--- config.mk ---
export PLATFORM = sky130hd
export DESIGN_NAME = lock_sweep_tracker
export DESIGN_NICKNAME = d
export VERILOG_FILES = /design/src/rtl/lst_pkg.sv /design/src/rtl/lst_control.sv /design/src/rtl/lst_datapath.sv /design/src/rtl/lock_sweep_tracker.sv
export SDC_FILE = /design/constraint.sdc
export NUM_CORES = 1
export LEC_CHECK = 0
export BUFFER_PORTS_ARGS = -buffer_cell sky130_fd_sc_hd__buf_2
export CORE_UTILIZATION = 40
export CTS_CLUSTER_DIAMETER = 50
export DETAILED_ROUTE_END_ITERATION = 16
export SLEW_MARGIN = 20
export SYNTH_ARGS = -nofsm -noshare
export SYNTH_HDL_FRONTEND = slang
export SYNTH_SLANG_ARGS = --single-unit
--- constraint.sdc ---
create_clock -name clk -period 3.1 [get_ports clk]
set_input_delay 0.155 -clock clk [delete_from_list [all_inputs] [get_ports clk]]
set_output_delay 0.155 -clock clk [all_outputs]
set_load 0.01 [all_outputs]
--- src/rtl/lst_pkg.sv ---
package lst_pkg;
  // Strobes from control to the code counter
  typedef struct packed {
    logic stepUp;
    logic stepDn;
    logic wrapOk;
  } stepCmd_t;
endpackage

--- src/rtl/lst_control.sv ---
module lst_control
  import lst_pkg::*;
#(
  parameter int TICK_DIV = 195312,
  parameter int CORR_W   = 8
) (
  input  logic                     clk,
  input  logic                     rstN,
  input  logic                     lockIn,
  input  logic signed [CORR_W-1:0] corrIn,
  output stepCmd_t                 cmd
);
  localparam int DIV_W   = (TICK_DIV > 2) ? $clog2(TICK_DIV) : 1;
  localparam int FULL    = 2 ** (CORR_W - 1) - 1;
  localparam int ENTER   = (FULL * 2 + 2) / 4;   // half of full scale
  localparam int RELEASE = (FULL * 3 + 4) / 8;   // enter level minus hysteresis
  localparam logic signed [CORR_W-1:0] ENTER_P = CORR_W'(ENTER);
  localparam logic signed [CORR_W-1:0] ENTER_N = -ENTER_P;
  localparam logic signed [CORR_W-1:0] REL_P   = CORR_W'(RELEASE);
  localparam logic signed [CORR_W-1:0] REL_N   = -REL_P;
  localparam logic [DIV_W-1:0] DIV_LAST = DIV_W'(TICK_DIV - 1);

  logic [1:0]       syncQ;
  logic             lockSync;
  logic [DIV_W-1:0] divCnt;
  logic             tick;
  logic             tracking;
  logic             outside;
  logic             inBand;
  logic             corrNeg;

  // Two-flop retiming of the asynchronous lock flag
  always_ff @(posedge clk) begin
    if (!rstN) syncQ <= 2'b00;
    else       syncQ <= {syncQ[0], lockIn};
  end
  assign lockSync = syncQ[1];

  // Tick prescaler
  always_ff @(posedge clk) begin
    if (!rstN)                 divCnt <= '0;
    else if (divCnt == DIV_LAST) divCnt <= '0;
    else                       divCnt <= divCnt + 1'b1;
  end
  assign tick = (divCnt == DIV_LAST);

  // Threshold comparisons
  assign outside = (corrIn > ENTER_P) || (corrIn < ENTER_N);
  assign inBand  = (corrIn < REL_P) && (corrIn > REL_N);
  assign corrNeg = corrIn[CORR_W-1];

  // Tracking flag with hysteresis
  always_ff @(posedge clk) begin
    if (!rstN)                 tracking <= 1'b0;
    else if (!lockSync)        tracking <= 1'b0;
    else if (!tracking && outside) tracking <= 1'b1;
    else if (tracking && inBand)   tracking <= 1'b0;
  end

  always_comb begin
    cmd.wrapOk = !lockSync;
    cmd.stepUp = tick && (!lockSync || (tracking && !inBand && !corrNeg));
    cmd.stepDn = tick && lockSync && tracking && !inBand && corrNeg;
  end

  p_single_dir_r6: assert property (@(posedge clk) disable iff (!rstN)
    $onehot0({cmd.stepUp, cmd.stepDn}));
  p_hold_locked_r4: assert property (@(posedge clk) disable iff (!rstN)
    (lockSync && !tracking) |-> !(cmd.stepUp || cmd.stepDn));
  p_enter_r5: assert property (@(posedge clk) disable iff (!rstN)
    (lockSync && !tracking && (corrIn > ENTER_P)) |=> tracking);
  p_release_r7: assert property (@(posedge clk) disable iff (!rstN)
    (tracking && inBand) |=> !tracking);
  p_tick_only_r2: assert property (@(posedge clk) disable iff (!rstN)
    (cmd.stepUp || cmd.stepDn) |-> tick);
endmodule

--- src/rtl/lst_datapath.sv ---
module lst_datapath
  import lst_pkg::*;
#(
  parameter int CODE_W = 8,
  parameter int NIB_W  = 4
) (
  input  logic              clk,
  input  logic              rstN,
  input  stepCmd_t          cmd,
  output logic [CODE_W-1:0] code
);
  localparam int STAGES = CODE_W / NIB_W;
  localparam logic [NIB_W-1:0]  NIB_MAX  = '1;
  localparam logic [CODE_W-1:0] CODE_MAX = '1;

  logic [STAGES:0] onesBelow;
  logic [STAGES:0] zerosBelow;
  logic            allOnes;
  logic            allZeros;
  logic            upEn;
  logic            dnEn;

  assign onesBelow[0]  = 1'b1;
  assign zerosBelow[0] = 1'b1;
  assign allOnes  = onesBelow[STAGES];
  assign allZeros = zerosBelow[STAGES];
  assign upEn = cmd.stepUp && !(allOnes && !cmd.wrapOk);
  assign dnEn = cmd.stepDn && !(allZeros && !cmd.wrapOk);

  // Cascaded up/down nibble counters
  for (genvar i = 0; i < STAGES; i++) begin : g_stage
    logic [NIB_W-1:0] nib;
    assign onesBelow[i+1]  = onesBelow[i]  && (nib == NIB_MAX);
    assign zerosBelow[i+1] = zerosBelow[i] && (nib == '0);
    assign code[i*NIB_W +: NIB_W] = nib;
    always_ff @(posedge clk) begin
      if (!rstN)                      nib <= '0;
      else if (upEn && onesBelow[i])  nib <= nib + 1'b1;
      else if (dnEn && zerosBelow[i]) nib <= nib - 1'b1;
    end
  end

  p_wrap_r2: assert property (@(posedge clk) disable iff (!rstN)
    (cmd.stepUp && cmd.wrapOk && code == CODE_MAX) |=> (code == '0));
  p_inc_r2: assert property (@(posedge clk) disable iff (!rstN)
    (cmd.stepUp && code != CODE_MAX) |=> (code == $past(code) + 1'b1));
  p_sat_top_r8: assert property (@(posedge clk) disable iff (!rstN)
    (cmd.stepUp && !cmd.wrapOk && code == CODE_MAX) |=> (code == CODE_MAX));
  p_sat_bot_r8: assert property (@(posedge clk) disable iff (!rstN)
    (cmd.stepDn && !cmd.wrapOk && code == '0) |=> (code == '0));
  p_hold_r4: assert property (@(posedge clk) disable iff (!rstN)
    !(cmd.stepUp || cmd.stepDn) |=> $stable(code));
endmodule

--- src/rtl/lock_sweep_tracker.sv ---
module lock_sweep_tracker
  import lst_pkg::*;
#(
  parameter int TICK_DIV = 195312,
  parameter int CODE_W   = 8,
  parameter int NIB_W    = 4,
  parameter int CORR_W   = 8
) (
  input  logic                     clk,
  input  logic                     rstN,
  input  logic                     lockIn,
  input  logic signed [CORR_W-1:0] corrIn,
  output logic [CODE_W-1:0]        sweepCode
);
  stepCmd_t cmd;

  lst_control #(.TICK_DIV(TICK_DIV), .CORR_W(CORR_W)) u_control (
    .clk(clk), .rstN(rstN), .lockIn(lockIn), .corrIn(corrIn), .cmd(cmd)
  );

  lst_datapath #(.CODE_W(CODE_W), .NIB_W(NIB_W)) u_datapath (
    .clk(clk), .rstN(rstN), .cmd(cmd), .code(sweepCode)
  );
endmodule

==> results list, run 1 <==
* Post-CTS clock slew at the launch and capture registers of the worst setup and hold paths: 0.06 ns
* Syn avg cell area: around 8.9 um2
- Top-Level Pins: 19
- Setup total negative slack: 0 ns
- The detailed router finished its first iteration with 34 violations.
- In this run the number of H-tree levels came out at 2.
* Uppermost routed layer: met4
- Total setup buffers inserted after CTS: 0
- Number of enable-type register cells in the synthesized netlist: 0
* Worst-margin pin slew: approximately 0.42 ns
- Commonest cells in the netlist: 29 x sky130_fd_sc_hd__dfxtp_1, 26 x sky130_fd_sc_hd__nand2_1, 21 x sky130_fd_sc_hd__nor2_1, 14 x sky130_fd_sc_hd__xor2_1, 12 x sky130_fd_sc_hd__nand3_1
- Data on the critical path arrives at its endpoint at 2.92 ns.
- For this run, the post-layout net count is 222.
* Share of the yosys chip area belonging to registers: 35.89%
* Endpoint kind of the worst setup timing path: register
* Proportion of register bits with asynchronous set or reset after synthesis: 0%
* Area growth, synth to finish: 16.01%
* Crit path from: u_datapath.g_stage[0].nib[0]
- Portion of total power attributed to combinational logic: under 10%
- For this run, the top clock speed supported by timing is 369.1 MHz.
- Element type at the critical path start: register
- Setup violations remaining at the end of the flow were counted as 0.
- Wire length after detailed routing: 3140 um
- CTS tree: yes
- Detailed-route wire length per cell: between 10 and 15 um
* Minimum clock period after layout: 2.709 ns
* First-pass detailed-route iteration total: 5
* Routed met2 length: approximately 1400 um
* Crit Path Max Fanout: 7
* RSZ-0062 raised after global routing: false
- In this run the clock root is driven by a sky130_fd_sc_hd__clkbuf_8.
- Largest net degree at the start of global routing: 23
* Max-cap violations: 0
* # diodes: 0
- Across the VDD grid, the largest voltage drop is around 260 uV.
- Main area contributors after synthesis: sky130_fd_sc_hd__dfxtp_1 36%, sky130_fd_sc_hd__xor2_1 7.6%, sky130_fd_sc_hd__nand2_1 6.0%
- The congestion estimate from routability-driven global placement came to approximately 0.82.
- After synthesis, the largest area contributor takes up 35.89% of total cell area.
- Wire length of the first global-routing pass: 5664 um
* Clk network pwr share: between 40% and 50%
- Met1 WL: 1577 um
* Via total after detailed routing: 1257
- Pre-CTS setup slack: 0.4080 ns
* Cell Int Power: around 650 uW
- Floorplan die width: 65.60 um
* Register share of total power: 46.6%
* Port-buffer cells: 18
- Number of distinct standard cells referenced by the synthesized netlist: 42
- The final number of max-transition violations is 0.
* #FFs+latches synth: 29
- Initial antenna violation count: 0
- Proportion of layout cells with a drive suffix above 1: a little over a fifth
* Maximum count of clock buffers along a single path: 2
- sky130_fd_sc_hd__dfxtp_1 takes more of the synthesized area than any other cell.
- Counting every net in the synthesized netlist gives 199.
- Path type of the worst setup path: reg2reg
- Counting every instance in the synthesized netlist gives 181.
- Summed over all nets, the switching power comes to approximately 170 uW.
- Among all cell types in the netlist, the one instantiated most often is sky130_fd_sc_hd__dfxtp_1.
* Reg2Reg Launch Point: u_datapath.g_stage[0].nib[0]
- Endpoints failing hold: 0
- Die ar.: 0.004303 mm2
- The run finished with clean final reports.
* Number of global-route vias before repair: 1261
* Portion of the clock cycle consumed by the worst path in the final layout: about 90%
* Switching share of total power: 20.44%
* Tightest slew margin relative to the limit: between 70% and 80%
* Post-route antenna net violation count: 0
* Worst Min Path Start: lockIn
- Leakage dissipation: 0.0007321 uW
- Once routing completed, OpenROAD measured the worst setup slack at 0.3911 ns.
- Global routing used ~18% of the available tracks.
- Yosys printed 0 warnings.
- Wire segments on met3 add up to around 130 um in the final route.
* Data required time at the worst endpoint: 3.31 ns
- For this design, the CTS-stage hold fixing added 0 buffers.
- The total area inside the core boundary comes to approximately 0.0038 mm2.
* Kind of path behind the tightest hold check: in2reg
- Using the TritonRoute via totals, the vias-per-cell ratio works out to 4.968.
- Post-cts gate resize count: 0
- Insertion delay to the later sink of the worst-skew pair: about 0.28 ns
- Among all flip-flop cells after synthesis, the most frequent one is sky130_fd_sc_hd__dfxtp_1.
* Netlist Area Pre-Place: 0.001618 mm2
* Effective utilization at floorplan: 42.90%
* Power per cell area: 437.1 mW/mm2
- After global routing the overflow that remains totals 0.
- Sink count of the clock tree: 29
- DRC viols: 0
- Row count: 22
- Detailed placement ended at an HPWL of roughly 2400 um.
- Clock tree synthesis inserted a total of 5 buffers.
* Die Ht: 65.60 um
- The clock arrives with slightly above 0.004 ns of skew.
sequential cells by signal (all words and copies together), names as in the netlist:
name	cells
u_control.divCnt	18
u_control.syncQ	2
u_control.tracking	1
u_datapath.g_stage.nib	8
per-stage QoR:
step                      util (%)  instance area, um2  hold WS, ns  power (uW)  instances
after floorplan                  -                1618       0.2823       410.0        181
after global placement       46.68                1760       0.3639       422.0        245
after detailed placement     46.68                1760       0.3704       424.0        245
after CTS                    49.77                1877      0.07538       833.6        253
after global routing         49.77                1877      0.07390       855.3        253
final                        49.77                1877      0.08289       820.4        253
placed cells by master (no fill, tap or decap), types with 5 or more instances in the layout:
cell and instances:
sky130_fd_sc_hd__a21oi_1 6, sky130_fd_sc_hd__buf_2 18, sky130_fd_sc_hd__clkbuf_8 6, sky130_fd_sc_hd__dfxtp_1 29
sky130_fd_sc_hd__ha_1 5, sky130_fd_sc_hd__inv_1 5, sky130_fd_sc_hd__mux2i_1 8, sky130_fd_sc_hd__nand2_1 26
sky130_fd_sc_hd__nand2b_1 6, sky130_fd_sc_hd__nand3_1 12, sky130_fd_sc_hd__nor2_1 21, sky130_fd_sc_hd__xor2_1 14
layer usage:
layer | up-vias | track usage (%)
met5 | - | 0
met3 | 5 | 5.208
met4 | 0 | 8.152
met1 | 558 | 21.51
met2 | 21 | 27.96
li1 | 673 | -
cells by family (layout without fill, tap and decap cells):
group                    after synthesis  after routing  synth area share (%)
buffers and inverters                  8             32                 2.089
multiplexers                           8              8                 4.950
AND/OR/NAND/NOR                       92             92                 31.71
AO/OA/AOI/OAI                         19             19                 9.280
XOR/XNOR                              18             18                 9.745
adder cells (fa/ha/maj)                7              7                 6.342
flip-flops                            29             29                 35.89
area by class of cell:
class	count	area [um2]
Fill cell	359	1894
Multi-Input combinational cell	144	1003
Sequential cell	29	580.6
Timing Repair Buffer	19	97.59
Clock buffer	7	86.33
Tap cell	48	60.06
Clock inverter	1	30.03
Inverter	5	18.77
worst max-delay path, stage by stage, from the launching register on:
cell                       delay (ns)
sky130_fd_sc_hd__dfxtp_1         0.47
sky130_fd_sc_hd__and4_1          0.34
sky130_fd_sc_hd__nand2_1         0.10
sky130_fd_sc_hd__and2_1          0.16
sky130_fd_sc_hd__o21ai_0         0.35
sky130_fd_sc_hd__ha_1            0.32
sky130_fd_sc_hd__a21o_1          0.18
sky130_fd_sc_hd__a21oi_1         0.20
sky130_fd_sc_hd__a211oi_1        0.09
sky130_fd_sc_hd__a211oi_2        0.22
sky130_fd_sc_hd__mux2i_1         0.20
final timing paths:
kind,depth (start not counted),to,slack (ns)
max,10,u_datapath.g_stage[0].nib[3],0.39
min,2,u_control.syncQ[0],0.08
min reg2reg,1,u_control.syncQ[1],0.44
max reg2reg,10,u_datapath.g_stage[0].nib[3],0.39
power by group through the flow:
| stage | Sequential [uW] | Clock, uW | Combinational (uW) |
|---|---|---|---|
| finish | 382 | 405 | 33.4 |
| global route | 383 | 434 | 38.6 |
| CTS | 382 | 418 | 34.0 |
| detailed placement | 390 | 0 | 33.8 |
| global placement | 390 | 0 | 32.0 |
| floorplan | 389 | 0 | 20.9 |
Power figures use the tool's default switching activity.
==> inputs of run 2 (changes only) <==
- RECOVER_POWER: default -> 100
- SYNTH_HIERARCHICAL: default -> 1
==> run 2 against run 1 <==
  * Via count grew 7.3%
  * Flip-flop and latch count unchanged
  * Non-clock buffer count grew 4
  * Clock power shrank 26%
  * Largest power group is now sequential cells
  * Critical endpoint is now u_datapath/g_stage[1].nib[3]
==> results list, run 2 <==
- The fill cell instance count of the final layout is 390 (+8.6%).
- The largest registers in the layout are u_control/divCnt: 18 flops, u_datapath/g_stage.nib: 8 flops, u_control/syncQ: 2 flops.
* Area of the placeable core: 0.003744 mm2 (-0.73%)
* H-Tree Depth: 2 (unchanged)
* Status: complete, no violations
- The first-pass GRT wire length is 5630 um (-0.60%).
- Net count of the mapped netlist: 194 (-2.5%)
* Minimum clock period after layout: 2.767 ns (+0.05766 ns)
* Netlist Area Pre-Place: 0.001592 mm2 (-1.6%)
- Share of the synthesized area in compound gates (AO/OA/AOI/OAI): 13.29% (+4.0 points)
- The worst hold margin came to 0.09228 ns (+0.009386 ns).
* Area fraction of the dominant cell type after synthesis: 36.48% (+0.59 points)
- The remaining antenna violation count was 0 (unchanged).
- Worst-margin pin slew: 0.5199 ns (+0.09515 ns)
- The cell row count is 22 (unchanged).
* Initial antenna violation count: 0 (unchanged)
- The number of search-and-repair iterations in the first detailed-routing pass was 4 (-1).
* DRC viols: 0 (unchanged)
- The top cell types in the final layout, fill and taps aside, are 29 x sky130_fd_sc_hd__dfxtp_1, 18 x sky130_fd_sc_hd__nor2_1, 15 x sky130_fd_sc_hd__nand3_1.
- The gate count of the mapped netlist was 177 (-2.2%).
- The share of synthesized cell area in and, or, nand and nor gates is 30.35% (-1.4 points).
* Data required time at the worst endpoint: 3.26 ns (-0.05 ns)
- Power per cell area: 391.7 mW/mm2 (-10%)
- The share of the clock period used by the worst path came to 89.25% (+1.9 points).
* RSZ-0062 raised after global routing: false
- Count of buffering cells on the critical path with inverters included: 1 (+1)
- Layout Skew: 0.003714 ns (-0.0004010 ns)
- The total wire length after detailed routing came to 3169 um (+0.92%).
- The initial core utilization was 42.51% (-0.39 points).
- The area share of xor/xnor cells in the synthesized design is 11.01% (+1.3 points).
* Syn avg cell area: 8.992 um2 (+0.60%)
- Post-CTS clock slew at the launch and capture registers of the worst setup and hold paths: 0.06 ns (about the same)
* Maximum count of clock buffers along a single path: 2 (unchanged)
* Highest-delay cell along the critical path: sky130_fd_sc_hd__dfxtp_1
* Synth warn: 6 (+6)
- The ratio of cells with drive above 1 in the final layout came to 15.76% (-5.2 points).
* Family with the most delay on the worst path: compound AO/OA/AOI/OAI gates
- The synthesis-stage register bit count was 29 (unchanged).
* Via total after detailed routing: 1349 (+7.3%)
- WP data arrival: 2.93 ns (about the same)
- The final-report setup violation count came to 0 (unchanged).
* Register containing the most flip-flops in the final layout: u_control/divCnt
* Detailed-route wire length per cell: 12.63 um (+1.7%)
- Post-synth top flop: sky130_fd_sc_hd__dfxtp_1
* Insertion delay to the later sink of the worst-skew pair: 0.27 ns (about the same)
* Endpoint kind of the worst setup timing path: register
- The die height was 65.08 um (-0.79%).
- The hold buffer count at cts was 0 (unchanged).
* Die ar.: 0.004235 mm2 (-1.6%)
* Library cell used as clock root buffer: sky130_fd_sc_hd__clkbuf_8
- Via-per-instance ratio: 5.375 (+8.2%)
- From synthesis to final layout, the design area changed by 14.47%.
* Count of pins over their slew limit: 0 (unchanged)
- The worst slew margin relative to its limit is 65.34% (-6.0 points).
- The maximum frequency from static timing analysis is 361.5 MHz (-2.1%).
- Floorplan die width: 65.08 um (-0.79%)
- The count of inserted antenna diode cells was 0 (unchanged).
- The commonest cells after synthesis are 29 x sky130_fd_sc_hd__dfxtp_1, 18 x sky130_fd_sc_hd__nor2_1, 14 x sky130_fd_sc_hd__nand3_1, 11 x sky130_fd_sc_hd__nand2_1, 11 x sky130_fd_sc_hd__xnor2_1.
- CTS tree: yes
- The number of top-level pins is 19 (unchanged).
* Proportion of register bits with asynchronous set or reset after synthesis: 0% (unchanged)
* Largest net degree at the start of global routing: 18 (-22%)
- The worst hold path belongs to the class in2reg.
- List of cells traversed by the critical path: ha_2 > and4b_1 > nand4_1 > a211oi_1 > o211ai_1 > clkbuf_1 > ha_1 > a21oi_1 > mux2i_1 > xor2_1 > and2_1
- Number of enable-type register cells in the synthesized netlist: 0 (unchanged)
* HPWL Detailed: 2280 um (-4.5%)
- Global routing usage summed across all routing layers: 17.36% (-0.18 points)
- The number of I/O port buffers was 18 (unchanged).
* Multiplexer fraction of the synthesized cell area: 1.258% (-3.7 points)
- Number of global-route vias before repair: 1278 (+1.3%)
* DR iter-0 viols: 70 (+110%)
* Max reg flops: 18 (unchanged)
- By area, the combinational part of the netlist is dominated by simple AND/OR/NAND/NOR gates.
- Synth Area in Adders: 5.189% (-1.2 points)
- The largest stage delay on the critical path was 0.37 ns (-0.10 ns).
* Path type of the worst setup path: reg2reg
- Post-synth top area cell: sky130_fd_sc_hd__dfxtp_1
- Number of distinct standard cells referenced by the synthesized netlist: 46 (+9.5%)
* Most frequently used cell type in the post-synthesis netlist: sky130_fd_sc_hd__dfxtp_1
* Sink count of the clock tree: 29 (unchanged)
* Leakage dissipation: 0.0006823 uW (-6.8%)
- Setup total negative slack: 0 ns (unchanged)
- Endpoints failing hold: 0 (unchanged)
- The maximum resistive drop on vdd came to 181.0 uV (-30%).
- The maximum fanout along the worst path was 7 (unchanged).
- The final estimated routing congestion in global placement came to 0.7877 (-4.5%).
* Main area contributors after synthesis: sky130_fd_sc_hd__dfxtp_1 36%, sky130_fd_sc_hd__xnor2_1 6.1%, sky130_fd_sc_hd__xor2_1 5.0%
* Max-cap violations: 0 (unchanged)
- The total number of nets in the final design came to 220 (-0.90%).
- The sequential fraction of the synthesis area was 36.48% (+0.59 points).
- Element type at the critical path start: register
- The number of buffers created by CTS came to 5 (unchanged).
* Most frequent standard cell in the layout excluding fill and tap cells: sky130_fd_sc_hd__dfxtp_1
- Total congestion overflow: 0 (unchanged)
==> run 2: per-layer routing <==
metal	GRT usage [%]	vias up	wire (um)
li1	-	699	-
met1	22.34	619	1576
met2	26.43	27	1425
met3	5.810	4	130
met4	7.065	0	36
met5	0	-	0
==> run 2: logic make-up (layout without fill, tap and decap cells) <==
family,Yosys count,in the layout
AOI/OAI and AO/OA,24,24
xor gates and xnor gates,20,20
adders and majority gates,6,6
buffers and inverters,8,34
DFF,29,29
muxes,2,2
and+or+nand+nor,88,88
==> run 2: path summary, 6_finish.rpt <==
| check | slack, ns | cells after the start | end | startpoint |
|---|---|---|---|---|
| max | 0.33 | 11 | u_datapath/g_stage[1].nib[3] | u_control/divCnt[0] |
| min | 0.09 | 2 | u_control/syncQ[0] | lockIn |
| max reg2reg | 0.33 | 11 | u_datapath/g_stage[1].nib[3] | u_control/divCnt[0] |
| min reg2reg | 0.44 | 1 | u_control/syncQ[1] | u_control/syncQ[0] |
==> run 2: worst reg2reg max path, stage by stage, from the launching register on <==
cell,delay (ns)
sky130_fd_sc_hd__dfxtp_1,0.37
sky130_fd_sc_hd__ha_2,0.26
sky130_fd_sc_hd__and4b_1,0.21
sky130_fd_sc_hd__nand4_1,0.13
sky130_fd_sc_hd__a211oi_1,0.30
sky130_fd_sc_hd__o211ai_1,0.21
sky130_fd_sc_hd__clkbuf_1,0.19
sky130_fd_sc_hd__ha_1,0.32
sky130_fd_sc_hd__a21oi_1,0.18
sky130_fd_sc_hd__mux2i_1,0.25
sky130_fd_sc_hd__xor2_1,0.09
sky130_fd_sc_hd__and2_1,0.15
==> run 2: power by group <==
group | switching, uW | internal (uW) | leakage (uW) | total [uW]
Sequential | 5.14 | 378 | 0.000235 | 383
Clock | 126 | 176 | 0.0000443 | 301
Combinational | 16.3 | 13.3 | 0.000403 | 29.6
==> run 2: through the flow <==
step	total power (uW)	std cells	area (um2)	worst slack, ns	utilization (%)
2_1_floorplan	406.4	177	1592	0.2515	-
3_3_place_gp	419.6	243	1748	0.2794	46.69
3_5_place_dp	420.7	243	1748	0.1291	46.69
4_1_cts	729.1	250	1834	0.1176	49.00
5_1_grt	756.3	251	1822	0.007839	48.66
6_report	713.7	251	1822	0.3334	48.66
==> run 2: final cells by class <==
type                            instances  area, um2  share of cell area [%]
Multi-Input combinational cell        140      964.7                   52.95
Clock buffer                            7      86.33                   4.739
Timing Repair Buffer                   23      115.1                   6.319
Sequential cell                        29      580.6                   31.87
Tap cell                               48      60.06                   3.297
Inverter                                4      15.01                  0.8242
==> run 2: repair_timing <==
| item | CTS | global route |
|---|---|---|
| endpoints found under the setup margin | 0 | 1 |
| endpoints found under the hold margin | 0 | 0 |
| setup buffers | 0 | 1 |
| gates resized for setup | 0 | 1 |
